--- config.mk ---
export PLATFORM = sky130hd
export DESIGN_NAME = ntft_sram
export DESIGN_NICKNAME = d
export VERILOG_FILES = /design/src/rtl/ntft_pkg.sv /design/src/rtl/ntft_burst.sv /design/src/rtl/ntft_wpend.sv /design/src/rtl/ntft_array.sv /design/src/rtl/ntft_snooze.sv /design/src/rtl/ntft_sram.sv
export SDC_FILE = /design/constraint.sdc
export NUM_CORES = 2
export LEC_CHECK = 0
export BUFFER_PORTS_ARGS = -buffer_cell sky130_fd_sc_hd__buf_2
export CORE_MARGIN = 1
export CORE_UTILIZATION = 45
export CTS_BUF_LIST = sky130_fd_sc_hd__clkbuf_8
export DETAILED_ROUTE_END_ITERATION = 10
export GPL_TIMING_DRIVEN = 1
export PLACE_DENSITY_LB_ADDON = 0.25
export SKIP_CTS_REPAIR_TIMING = 1
export SYNTH_ARGS = -nofsm -noshare
export SYNTH_HDL_FRONTEND = slang
export SYNTH_SLANG_ARGS = --single-unit
--- constraint.sdc ---
create_clock -name clk -period 4.9 [get_ports clk]
set_input_delay 0.98 -clock clk [delete_from_list [all_inputs] [get_ports clk]]
set_output_delay 0.98 -clock clk [all_outputs]
set_load 0.01 [all_outputs]
--- src/rtl/ntft_pkg.sv ---
package ntft_pkg;
  typedef enum logic [1:0] {OP_IDLE, OP_READ, OP_WRITE} op_e;

  // low two address bits of a burst beat
  function automatic logic [1:0] beat_lo(input logic [1:0] start,
                                         input logic [1:0] n,
                                         input logic ilv);
    return ilv ? (start ^ n) : (start + n);
  endfunction
endpackage

--- src/rtl/ntft_burst.sv ---
module ntft_burst
  import ntft_pkg::*;
#(
  parameter int ADDR_W = 6
) (
  input  logic              clk,
  input  logic              rst,
  input  logic              step_i,
  input  logic              flush_i,
  input  logic              load_i,
  input  logic              sel_i,
  input  logic              we_i,
  input  logic              order_i,
  input  logic [ADDR_W-1:0] addr_i,
  output op_e               op_o,
  output logic [ADDR_W-1:0] op_addr_o,
  output logic              live_o
);
  logic [ADDR_W-1:0] base_q;
  logic [1:0]        cnt_q;
  logic [1:0]        cnt_nxt;
  logic              live_q, we_q, ilv_q;

  assign cnt_nxt = cnt_q + 2'd1;
  assign live_o  = live_q;

  always_comb begin
    if (load_i) begin
      op_addr_o = addr_i;
      op_o      = !sel_i ? OP_IDLE : (we_i ? OP_WRITE : OP_READ);
    end else begin
      op_addr_o = {base_q[ADDR_W-1:2], beat_lo(base_q[1:0], cnt_nxt, ilv_q)};
      op_o      = !live_q ? OP_IDLE : (we_q ? OP_WRITE : OP_READ);
    end
  end

  always_ff @(posedge clk) begin
    if (rst) begin
      live_q <= 1'b0;
      cnt_q  <= 2'd0;
      base_q <= '0;
      we_q   <= 1'b0;
      ilv_q  <= 1'b0;
    end else if (flush_i) begin
      live_q <= 1'b0;
    end else if (step_i) begin
      if (load_i) begin
        live_q <= sel_i;
        base_q <= addr_i;
        cnt_q  <= 2'd0;
        we_q   <= we_i;
        ilv_q  <= order_i;
      end else if (live_q) begin
        cnt_q <= cnt_nxt;
      end
    end
  end
endmodule

--- src/rtl/ntft_wpend.sv ---
module ntft_wpend #(
  parameter int ADDR_W = 6,
  parameter int LANES  = 4
) (
  input  logic              clk,
  input  logic              rst,
  input  logic              step_i,
  input  logic              set_i,
  input  logic [ADDR_W-1:0] addr_i,
  input  logic [LANES-1:0]  be_i,
  output logic              valid_o,
  output logic [ADDR_W-1:0] addr_o,
  output logic [LANES-1:0]  be_o
);
  always_ff @(posedge clk) begin
    if (rst) begin
      valid_o <= 1'b0;
      addr_o  <= '0;
      be_o    <= '0;
    end else if (step_i) begin
      valid_o <= set_i;
      addr_o  <= addr_i;
      be_o    <= be_i;
    end
  end
endmodule

--- src/rtl/ntft_array.sv ---
module ntft_array #(
  parameter int ADDR_W = 6,
  parameter int LANES  = 4,
  parameter int LANE_W = 8
) (
  input  logic                    clk,
  input  logic                    we_i,
  input  logic [ADDR_W-1:0]       waddr_i,
  input  logic [LANES-1:0]        wbe_i,
  input  logic [LANES*LANE_W-1:0] wdata_i,
  input  logic                    re_i,
  input  logic [ADDR_W-1:0]       raddr_i,
  output logic [LANES*LANE_W-1:0] rdata_o
);
  localparam int DEPTH = 1 << ADDR_W;

  for (genvar l = 0; l < LANES; l++) begin : g_lane
    logic [LANE_W-1:0] mem [DEPTH];
    always_ff @(posedge clk) begin
      if (we_i && wbe_i[l]) mem[waddr_i] <= wdata_i[l*LANE_W +: LANE_W];
      if (re_i) rdata_o[l*LANE_W +: LANE_W] <= mem[raddr_i];
    end
  end
endmodule

--- src/rtl/ntft_snooze.sv ---
module ntft_snooze #(
  parameter int WAKE_CYC = 2
) (
  input  logic clk,
  input  logic rst,
  input  logic sleep_i,
  output logic quiet_o
);
  localparam int CW = $clog2(WAKE_CYC + 1);
  logic [CW-1:0] rec_q;

  assign quiet_o = sleep_i || (rec_q != '0);

  always_ff @(posedge clk) begin
    if (rst)                rec_q <= '0;
    else if (sleep_i)       rec_q <= CW'(WAKE_CYC);
    else if (rec_q != '0)   rec_q <= rec_q - CW'(1);
  end
endmodule

--- src/rtl/ntft_sram.sv ---
module ntft_sram
  import ntft_pkg::*;
#(
  parameter int ADDR_W   = 6,
  parameter int LANES    = 4,
  parameter int LANE_W   = 8,
  parameter int WAKE_CYC = 2
) (
  input  logic                    clk,
  input  logic                    rst,
  input  logic                    sleep_i,
  input  logic                    cke_n_i,
  input  logic                    cs1_n_i,
  input  logic                    cs2_i,
  input  logic                    cs3_n_i,
  input  logic                    adv_i,
  input  logic                    we_n_i,
  input  logic                    order_i,
  input  logic [LANES-1:0]        lane_we_n_i,
  input  logic [ADDR_W-1:0]       addr_i,
  input  logic [LANES*LANE_W-1:0] wdata_i,
  input  logic                    oe_n_i,
  output logic [LANES*LANE_W-1:0] rdata_o,
  output logic                    drive_o
);
  localparam int DW = LANES * LANE_W;

  logic              quiet, active, chip_on, live;
  op_e               op;
  logic [ADDR_W-1:0] op_addr;
  logic              op_is_rd, op_is_wr;
  logic              pend_valid;
  logic [ADDR_W-1:0] pend_addr;
  logic [LANES-1:0]  pend_be;
  logic [DW-1:0]     arr_q;
  logic              rd_valid_q;
  logic [LANES-1:0]  byp_mask_q;
  logic [DW-1:0]     byp_data_q;
  logic [DW-1:0]     merged;

  assign chip_on  = !cs1_n_i && cs2_i && !cs3_n_i;
  assign active   = !quiet && !cke_n_i;
  assign op_is_rd = active && (op == OP_READ);
  assign op_is_wr = active && (op == OP_WRITE);

  ntft_snooze #(.WAKE_CYC(WAKE_CYC)) u_snooze (
    .clk(clk), .rst(rst), .sleep_i(sleep_i), .quiet_o(quiet)
  );

  ntft_burst #(.ADDR_W(ADDR_W)) u_burst (
    .clk(clk), .rst(rst), .step_i(active), .flush_i(quiet),
    .load_i(!adv_i), .sel_i(chip_on), .we_i(!we_n_i), .order_i(order_i),
    .addr_i(addr_i), .op_o(op), .op_addr_o(op_addr), .live_o(live)
  );

  ntft_wpend #(.ADDR_W(ADDR_W), .LANES(LANES)) u_wpend (
    .clk(clk), .rst(rst), .step_i(active), .set_i(op == OP_WRITE),
    .addr_i(op_addr), .be_i(~lane_we_n_i),
    .valid_o(pend_valid), .addr_o(pend_addr), .be_o(pend_be)
  );

  ntft_array #(.ADDR_W(ADDR_W), .LANES(LANES), .LANE_W(LANE_W)) u_array (
    .clk(clk), .we_i(active && pend_valid), .waddr_i(pend_addr),
    .wbe_i(pend_be), .wdata_i(wdata_i), .re_i(op_is_rd),
    .raddr_i(op_addr), .rdata_o(arr_q)
  );

  // read-valid flag and late-write bypass capture
  always_ff @(posedge clk) begin
    if (rst) begin
      rd_valid_q <= 1'b0;
      byp_mask_q <= '0;
      byp_data_q <= '0;
    end else if (quiet) begin
      rd_valid_q <= 1'b0;
    end else if (active) begin
      rd_valid_q <= op_is_rd;
      if (op_is_rd) begin
        byp_mask_q <= (pend_valid && pend_addr == op_addr) ? pend_be : '0;
        byp_data_q <= wdata_i;
      end
    end
  end

  for (genvar l = 0; l < LANES; l++) begin : g_merge
    assign merged[l*LANE_W +: LANE_W] = byp_mask_q[l] ? byp_data_q[l*LANE_W +: LANE_W]
                                                      : arr_q[l*LANE_W +: LANE_W];
  end

  assign drive_o = !oe_n_i && rd_valid_q;
  assign rdata_o = drive_o ? merged : '0;
endmodule

==> flow_summary_export.csv <==
group,metric,value,unit
status,status,"finished clean",
timing,max_freq,232,MHz
synth,yosys.cell_count.top_type,"edfxtp_1",
detailed_routing,drt-wirelength-per-cell,30.1,µm
critical_path,worstRegToRegCells,14,
layout,final_nets,5633,
synth,yosysTopAreaCellShare,74.1,%
clocking,cts-htree-levels,5,
critical_path,worstPathMaxFanout,10,
clocking,cts_sinks,2141,
timing,setup_viol,0,
layout,syn_to_final_growth,12.6,%
synth,synthesis.nets,5289,
critical_path,endpoint_kind,"output port",
clocking,cts_tree,"done",
timing,grt_setup_unrepaired,"false",
detailed_routing,drc,0,
floorplanning,rows,158,
timing,min_period_over_period,88.1,%
layout,ff_latch_area,63700,µm²
timing,finalHoldViolations,0,
clocking,cts_inserted_buffers,352,
timing,max-slew-margin-rel,9.82,%
critical_path,crit_type,"reg -> out",
critical_path,reg2reg_from,"u_burst.cnt_q[0]",
layout,fin_area,94900,µm²
layout,fillers,15201,
synth,synth_commonest_cells,"edfxtp_1, nand2_1, nor2_1",
global_routing,grt_overflow,0,
flow_run,maxCapViolCount,0,
clocking,insertion_delay,1.06,ns
power,power.density,383,nW/µm²
detailed_routing,ant_nets,0,
detailed_routing,dr.first_iter.drc_count,6647,
clocking,cts_buffer_depth,4,
placed_design,detailed_place_hpwl,153,mm
critical_path,endpoint,"rdata_o[12]",
critical_path,cp.arrival,3.34,ns
timing,fin_skew,0.0765,ns
critical_path,critPathLaunchType,"flop",
power,leakage,30.8,nW
critical_path,startpoint,"rd_valid_q",
synth,yosys_warnings,0,
layout,drive_gt1_share,17.3,%
floorplanning,core_area,186000,µm²
synth,yosysTopAreaCell,"edfxtp_1",
detailed_routing,wirelength,251,mm
timing,slew_violations,0,
synth,syn_avg_cell_area,16.1,µm²
placed_design,place_congestion,0.912,
detailed_routing,via_per_inst,6.01,
layout,multiInputGateArea,19100,µm²
synth,synth_cell_types,54,
floorplanning,fp.dieArea,189000,µm²
floorplanning,ios,86,
power,ir_drop,0.191,mV
critical_path,reg2reg_to,"u_array.rdata_o[30]",
critical_path,reg2reg_slack,0.74,ns
synth,synth_edf_count,2080,
global_routing,grt_pass1_wl,354,mm
timing,worstMarginPinSlew,1.34,ns
global_routing,grt_antenna_before_repair,27,
global_routing,grt_pass1_vias,48311,
floorplanning,die_h,435,µm
critical_path,critPathRequiredTime,3.92,ns
global_routing,grt_usage,26.5,%
global_routing,grt_max_degree,91,
clocking,clk_pin_slew,0.06,ns
timing,tns,0,ns
synth,synth_flop_cell,"edfxtp_1",
synth,netlist_area,84300,µm²
timing,fin_crit,4.32,ns
worst_hold_path,hp-class,"in -> reg",
synth,synthTopCellsByArea,"edfxtp_1, mux4_2, nand2_1",
placed_design,placed_cell_area,88800,µm²
detailed_routing,vias,50112,
power,total_power,36.3,mW
placed_design,portBuffers,85,
detailed_routing,first_pass_iters,9,
floorplanning,start_util,45.4,%
floorplanning,dieWidth,435,µm
clocking,cts_root_buffer,"clkbuf_8",
synth,seq_area_frac_synth,75.6,%
synth,ys_ff_latch,2141,
synth,ys_async_sr_fraction,0,%
synth,synthCells,5235,
## final cells by class
class	count	share of cell area, %
antenna	32	0.0844
clock buffer	363	5.27
clock inverter	240	1.05
inverter	4	0.0158
multi-input combinational	2736	20.2
sequential	2141	67.1
tap	2480	3.27
timing repair buffer	344	3.01
## how the worst min path moves through the flow
stage | startpoint | endpoint | depth (start not counted)
final | lane_we_n_i[3] | u_wpend.be_o[3] | 2
after global routing | lane_we_n_i[0] | u_wpend.be_o[0] | 2
after CTS | lane_we_n_i[3] | u_wpend.be_o[3] | 2
after detailed placement | byp_data_q[29] | byp_data_q[29] | 2
after global placement | byp_data_q[23] | byp_data_q[23] | 2
after floorplan | u_burst.ilv_q | u_burst.ilv_q | 2
## metal layers
layer  up-vias  GRT usage [%]  share of wire (%)
met5         -          0.231               0.11
met4        32           13.2                5.3
met3       600           8.11                 10
met2      2655           40.3                 46
met1     25683           34.6                 39
li1      21142              -                  -
## state kept, by name (all words and copies together), names as in the netlist
| register | cells |
|---|---|
| byp_data_q | 32 |
| byp_mask_q | 4 |
| rd_valid_q | 1 |
| u_array.g_lane.mem | 2048 |
| u_array.rdata_o | 32 |
| u_burst.base_q | 6 |
| u_burst.cnt_q | 2 |
| u_burst.ilv_q | 1 |
| u_burst.live_o | 1 |
| u_burst.we_q | 1 |
| u_snooze.rec_q | 2 |
| u_wpend.addr_o | 6 |
| u_wpend.be_o | 4 |
| u_wpend.valid_o | 1 |
## report_power, final
group	switching (mW)	total, mW	internal, mW
Sequential	0.0196	20.1	20.1
Clock	6.88	13.8	6.91
Combinational	1.65	2.43	0.775
Total	8.56	36.3	27.8
## logic make-up (layout without fill, tap and decap cells)
family | count (synthesis) | count (layout) | synth area share (%)
AND/OR/NAND/NOR | 1612 | 1612 | 7.84
buffers and inverters | 358 | 951 | 1.90
flip-flops | 2141 | 2141 | 75.6
other | 0 | 32 | 0
AO/OA/AOI/OAI | 665 | 665 | 5.60
multiplexers | 449 | 449 | 8.95
XOR/XNOR | 9 | 9 | 0.111
adder cells (fa/ha/maj) | 1 | 1 | 0.0148
## placed cells by master, fill, tap and decap left out, types with 5 or more instances in the layout
cell type	instances
a32oi_1	27
buf_12	39
a311o_1	9
o21a_1	15
a31oi_1	63
a211oi_1	72
nor2_1	354
a311oi_1	37
mux2i_1	197
nor3b_1	7
nand2_1	917
nor2_2	5
edfxtp_1	2080
o22ai_1	5
o2111ai_1	5
o22a_1	14
clkbuf_8	363
dfxtp_1	61
clkinv_2	18
a211o_1	11
nor4_1	11
inv_1	152
diode_2	32
nor3_1	27
a22oi_1	8
clkinv_1	66
a21oi_1	222
buf_4	220
xnor2_1	8
mux4_2	242
buf_2	85
a221o_1	20
and3_1	9
or3_1	10
nand4_1	37
nand3_1	206
nor2b_1	8
a221oi_1	146
## critical path, stage by stage (launching register included)
cell and delay, ns:
dfxtp_1 0.50, nand2b_2 0.42, buf_4 0.35, nor2_1 0.64, buf_2 0.36
## through the flow
| step | hold slack (ns) | cells | utilization [%] | worst slack [ns] |
|---|---|---|---|---|
| after floorplan | 0.432 | 5235 | - | 1.48 |
| after global placement | 0.441 | 7705 | 47.8 | 0.459 |
| after detailed placement | 0.446 | 7705 | 47.8 | 0.518 |
| after CTS | 0.0214 | 8308 | 51.1 | 0.768 |
| after global routing | 0.0511 | 8317 | 51.1 | 0.539 |
| final | 0.0952 | 8340 | 51.1 | 0.583 |
No activity file was read; power rests on OpenSTA's default activity.
